`src/rtl/player_pkg.sv`:
```
package player_pkg;

    typedef enum logic {
        ST_IDLE = 1'b0,
        ST_PLAY = 1'b1
    } play_state_e;

    // Table generator: entry i of the stored waveform before truncation to DW bits.
    function automatic int table_entry(input int idx, input int mul, input int add);
        return mul * idx + add;
    endfunction

endpackage

```
`src/rtl/rate_accum.sv`:
```
module rate_accum #(
    parameter int LIMIT = 5,
    parameter int STEP  = 3,
    localparam int RW   = $clog2(2 * LIMIT)
) (
    input  logic          clk,
    input  logic          rst,
    input  logic          clr,
    input  logic          adv,
    output logic          step,
    output logic [RW-1:0] acc
);

    localparam logic [RW-1:0] GAP = RW'(LIMIT - STEP);
    localparam logic [RW-1:0] INC = RW'(STEP);

    logic [RW-1:0] acc_q;

    // Step event whenever adding STEP would reach or pass LIMIT.
    assign step = (acc_q >= GAP);
    assign acc  = acc_q;

    always_ff @(posedge clk) begin
        if (rst) begin
            acc_q <= '0;
        end else if (clr) begin
            acc_q <= '0;
        end else if (adv) begin
            if (step) begin
                acc_q <= acc_q - GAP;
            end else begin
                acc_q <= acc_q + INC;
            end
        end
    end

endmodule

```
`src/rtl/addr_walker.sv`:
```
module addr_walker #(
    parameter int DEPTH = 16,
    localparam int AW   = (DEPTH > 1) ? $clog2(DEPTH) : 1
) (
    input  logic          clk,
    input  logic          rst,
    input  logic          clr,
    input  logic          adv,
    output logic          at_last,
    output logic [AW-1:0] addr
);

    localparam logic [AW-1:0] LAST = AW'(DEPTH - 1);

    logic [AW-1:0] addr_q;

    assign at_last = (addr_q == LAST);
    assign addr    = addr_q;

    always_ff @(posedge clk) begin
        if (rst) begin
            addr_q <= '0;
        end else if (clr) begin
            addr_q <= '0;
        end else if (adv) begin
            if (at_last) begin
                addr_q <= '0;
            end else begin
                addr_q <= addr_q + AW'(1);
            end
        end
    end

endmodule

```
`src/rtl/wave_table.sv`:
```
module wave_table #(
    parameter int DW      = 8,
    parameter int DEPTH   = 16,
    parameter int TBL_MUL = 29,
    parameter int TBL_ADD = 7,
    localparam int AW     = (DEPTH > 1) ? $clog2(DEPTH) : 1
) (
    input  logic          clk,
    input  logic          rst,
    input  logic          ld,
    input  logic [AW-1:0] addr,
    output logic [DW-1:0] data
);

    logic [DW-1:0] rom [DEPTH];

    // Constant contents computed at elaboration.
    for (genvar gi = 0; gi < DEPTH; gi++) begin : g_rom
        assign rom[gi] = DW'(player_pkg::table_entry(gi, TBL_MUL, TBL_ADD));
    end

    always_ff @(posedge clk) begin
        if (rst) begin
            data <= '0;
        end else if (ld) begin
            data <= rom[addr];
        end
    end

endmodule

```
`src/rtl/play_ctrl.sv`:
```
module play_ctrl
    import player_pkg::*;
(
    input  logic clk,
    input  logic rst,
    input  logic en,
    input  logic trig,
    input  logic step,
    input  logic at_last,
    output logic start,
    output logic run,
    output logic busy
);

    play_state_e state_q;
    play_state_e state_d;

    // State register.
    always_ff @(posedge clk) begin
        if (rst) begin
            state_q <= ST_IDLE;
        end else begin
            state_q <= state_d;
        end
    end

    // Next state: IDLE_TO_PLAY on an enabled trigger, PLAY_TO_IDLE on the last step.
    always_comb begin
        state_d = state_q;
        unique case (state_q)
            ST_IDLE: if (en && trig)            state_d = ST_PLAY;
            ST_PLAY: if (en && step && at_last) state_d = ST_IDLE;
            default: state_d = ST_IDLE;
        endcase
    end

    // Outputs.
    always_comb begin
        start = 1'b0;
        run   = 1'b0;
        busy  = 1'b0;
        unique case (state_q)
            ST_IDLE: start = en && trig;
            ST_PLAY: begin
                run  = en;
                busy = 1'b1;
            end
            default: ;
        endcase
    end

endmodule

```
`src/rtl/wave_oneshot_player.sv`:
```
module wave_oneshot_player #(
    parameter int DW         = 8,
    parameter int DEPTH      = 16,
    parameter int RATE_LIMIT = 5,
    parameter int RATE_STEP  = 3,
    parameter int TBL_MUL    = 29,
    parameter int TBL_ADD    = 7
) (
    input  logic          clk,
    input  logic          rst,
    input  logic          en,
    input  logic          trig,
    output logic [DW-1:0] sample,
    output logic          busy
);

    localparam int AW = (DEPTH > 1) ? $clog2(DEPTH) : 1;
    localparam int RW = $clog2(2 * RATE_LIMIT);

    logic          start;
    logic          run;
    logic          step;
    logic          at_last;
    logic          advance;
    logic [AW-1:0] addr_q;
    logic [RW-1:0] acc_q;

    assign advance = run && step;

    play_ctrl u_ctrl (
        .clk     (clk),
        .rst     (rst),
        .en      (en),
        .trig    (trig),
        .step    (step),
        .at_last (at_last),
        .start   (start),
        .run     (run),
        .busy    (busy)
    );

    rate_accum #(
        .LIMIT (RATE_LIMIT),
        .STEP  (RATE_STEP)
    ) u_rate (
        .clk  (clk),
        .rst  (rst),
        .clr  (start),
        .adv  (run),
        .step (step),
        .acc  (acc_q)
    );

    addr_walker #(
        .DEPTH (DEPTH)
    ) u_addr (
        .clk     (clk),
        .rst     (rst),
        .clr     (start),
        .adv     (advance),
        .at_last (at_last),
        .addr    (addr_q)
    );

    wave_table #(
        .DW      (DW),
        .DEPTH   (DEPTH),
        .TBL_MUL (TBL_MUL),
        .TBL_ADD (TBL_ADD)
    ) u_tbl (
        .clk  (clk),
        .rst  (rst),
        .ld   (advance),
        .addr (addr_q),
        .data (sample)
    );

endmodule

```
`config.mk`:
```
export PLATFORM = sky130hd
export DESIGN_NAME = wave_oneshot_player
export DESIGN_NICKNAME = d
export VERILOG_FILES = /design/src/rtl/player_pkg.sv /design/src/rtl/rate_accum.sv /design/src/rtl/addr_walker.sv /design/src/rtl/wave_table.sv /design/src/rtl/play_ctrl.sv /design/src/rtl/wave_oneshot_player.sv
export SDC_FILE = /design/constraint.sdc
export NUM_CORES = 1
export LEC_CHECK = 0
export ABC_AREA = 1
export BUFFER_PORTS_ARGS = -buffer_cell sky130_fd_sc_hd__buf_2
export CELL_PAD_IN_SITES_DETAIL_PLACEMENT = 1
export CELL_PAD_IN_SITES_GLOBAL_PLACEMENT = 1
export CORE_ASPECT_RATIO = 1.25
export CORE_MARGIN = 5
export CORE_UTILIZATION = 40
export CTS_CLUSTER_SIZE = 12
export DETAILED_ROUTE_END_ITERATION = 10
export GPL_TIMING_DRIVEN = 1
export PLACE_DENSITY = 0.79
export REMOVE_ABC_BUFFERS = 1
export SYNTH_ARGS = -nofsm -noshare
export SYNTH_HDL_FRONTEND = slang
export SYNTH_SLANG_ARGS = --single-unit
```
`constraint.sdc`:
```
create_clock -name clk -period 1.6 [get_ports clk]
set_input_delay 0.32 -clock clk [delete_from_list [all_inputs] [get_ports clk]]
set_output_delay 0.32 -clock clk [all_outputs]
set_load 0.005 [all_outputs]
```
==> impl_metrics.yaml <==
sta:
  whs_ns: 0.2252
  relSlewSlack: 0.7777
  rsz0062_at_grt: "false"
  period_needed_ns: 1.471
  finalHoldViolations: 0
  period_share: 0.9193
  clock_skew_ns: 0.003628
  finalSetupTns_ns: 0
  setup_violations: 0
  worst_slew_pin_slew_ns: 0.3329
  finalMaxSlewViolations: 0
  fmax_ghz: 0.6799
finish:
  drive_gt1_frac: 0.2197
  fin_area_mm2: 0.001234
  fin_util: 0.4649
  finalNetCount: 191
  final_common_cell: "nand2_1"
  antennaDiodeCount: 0
  layout_common_cells: "nand2_1, inv_1, nor2_1"
  final_cells: 207
  area_growth_pct: 13.20
synthesis:
  synth_cell_types: 26
  synth_seq_cells: 17
  synth-seq-area-share: 0.3123
  synth_area_leader_cell: "dfxtp_1"
  synth_top_area_share: 0.3123
  synth_edf_count: 0
  async_flop_share: 0
  synth_area_leaders: "dfxtp_1, ha_1, nand2_1"
  syn_area_mm2: 0.001090
  synth_area_per_cell_um2: 7.077
  ys_warn_count: 0
  synthFlopType: "dfxtp_1"
  syn_inst: 154
placed_design:
  dpl.hpwl_mm: 2.182
  dp_cells: 200
  globalplace.congestion: 0.8169
  place_area_mm2: 0.001184
  port_buffers: 12
status:
  status: "finished, final reports clean"
grt:
  grt_max_degree: 15
  first_global_vias: 1048
  grt_pass1_wl_mm: 4.512
  overflow: 0
  gr-usage-all-layers: 0.1485
  antenna_found_initial: 0
clock_tree:
  clk_path_buf_depth: 2
  insertion_delay_ns: 0.29
  cts_max_level: 1
  cts.reportedPaths.clkPinSlew_ns: 0.09
  clock_sinks: 17
  cts_root_buffer: "clkbuf_4"
  numCtsBuffers: 3
  cts_tree: "yes"
route:
  postRouteAntennaNets: 0
  finalWirelength_mm: 2.600
  drt_iter0_drc: 27
  firstDrtPassIters: 4
  routedWlPerCell_um: 12.56
  drc: 0
  num_vias: 989
  avgViaCountPerCell: 4.778
power_and_ir_drop:
  vdd_drop_max_uv: 299.2
  power_density_mw_per_mm2: 620.2
  p_leak_nw: 0.6101
setup_path:
  r2r_cells: 9
  rrSetupSlack_ns: 0.13
  worst-path-buf-inv: 1
  required_ns: 1.79
  crit_path_end: "u_addr.addr[3]$_SDFFE_PP0P_"
  worstSetupPathDepth: 9
  rr_startpoint: "u_rate.acc[1]$_SDFFE_PP0P_"
  endpoint_kind: "flip-flop"
  cp_top_family: "simple AND/OR/NAND/NOR gates"
  crit_path_cell_trace: "ha_1, nor2_2, nand2_2, nand2_4, buf_4, nor2_1, nand2_1, nand2_1, nor2_1"
  crit_start: "u_rate.acc[1]$_SDFFE_PP0P_"
  startpoint_type: "flip-flop"
  critPathSlowestCell: "dfxtp_1"
  critPathMaxStageDelay_ns: 0.44
  rr_endpoint: "u_addr.addr[3]$_SDFFE_PP0P_"
  cp.arrival_ns: 1.66
  crit_type: "flip-flop to flip-flop"
  cp_max_fo: 7
run:
  cap_violations: 0
die:
  design.core.area_mm2: 0.002654
  initial_utilization: 0.4107
  die_x_um: 56.69
  ioPinCount: 13
  fp.dieH_um: 68.36
  die_area_mm2: 0.003875
  fp-row-count: 21
hold_path:
  hp-class: "primary input to flip-flop"
## cells by family (layout without fill, tap and decap cells)
group                    after synthesis  in the layout  synth area share
flip-flops                            17             17            0.3123
AND/OR/NAND/NOR                       70             70            0.2824
adder cells (fa/ha/maj)               13             13            0.1493
AO/OA/AOI/OAI                         26             26            0.1378
buffers and inverters                 28             47            0.1183
## metrics by stage
stage / setup WS, ns / total power, mW
CTS: 0.06754 / 0.7747
floorplan: 0.2562 / 0.5142
finish: 0.1292 / 0.7651
global route: 0.01268 / 0.8056
global placement: 0.1866 / 0.5425
detailed placement: 0.07366 / 0.5472
## how the worst min path moves through the flow
stage / start / end / slack (ns) / depth (start not counted)
2_1_floorplan: rst / u_tbl.data[4]$_SDFFE_PP0P_ / 0.38 / 1
3_3_place_gp: u_rate.acc[0]$_SDFFE_PP0P_ / u_rate.acc[0]$_SDFFE_PP0P_ / 0.46 / 1
3_5_place_dp: u_tbl.data[4]$_SDFFE_PP0P_ / u_tbl.data[4]$_SDFFE_PP0P_ / 0.47 / 2
4_1_cts: rst / u_tbl.data[5]$_SDFFE_PP0P_ / 0.22 / 2
5_1_grt: rst / u_tbl.data[4]$_SDFFE_PP0P_ / 0.25 / 2
6_report: rst / u_tbl.data[5]$_SDFFE_PP0P_ / 0.23 / 2
## registers in the layout (all words and copies together), names as in the netlist
name / count
u_tbl.data: 8
u_addr.addr: 4
u_rate.acc: 4
u_ctrl.state_q: 1
## routing by layer
| metal | global-route usage | share of wire | wire length (µm) |
|---|---|---|---|
| met2 | 0.3049 | 0.56 | 1461 |
| met4 | 0.05341 | 0.018 | 47 |
| met1 | 0.1564 | 0.42 | 1079 |
| met5 | 0 | 0 | 0 |
| met3 | 0.01132 | 0.0046 | 12 |
## power by group
| part | switching [mW] | internal, mW | leakage [nW] |
|---|---|---|---|
| Sequential | 0.0106 | 0.434 | 0.138 |
| Clock | 0.130 | 0.0970 | 0.0150 |
| Combinational | 0.0595 | 0.0344 | 0.457 |
## worst reg2reg max path: stages (launching register included)
cell and delay, ns:
dfxtp_1 0.44, ha_1 0.20, nor2_2 0.06, nand2_2 0.11, nand2_4 0.09, buf_4 0.15, nor2_1 0.15, nand2_1 0.07
nand2_1 0.07, nor2_1 0.04
## what timing repair did
item	4_1_cts	5_1_grt
setup endpoints to repair	0	5
endpoints found under the hold margin	0	0
gates resized for setup	0	1
setup buffers	0	3
hold buffers	0	0
## layout make-up
class                   count  area, µm²
clock buffers               4      26.28
fillers                   364       1420
inverters                  25      97.59
multi-input cells         109      620.6
flip-flops and latches     17      341.6
well taps                  34      42.54
repair buffers             18      105.1
## synthesized netlist by cell type, drive strengths merged, types with 3 or more instances
master / instances
inv: 24
nand3: 9
nor2: 22
ha: 13
dfxtp: 17
buf: 3
o21ai: 14
nand2: 37
a21oi: 9
Power figures use the tool's default switching activity.
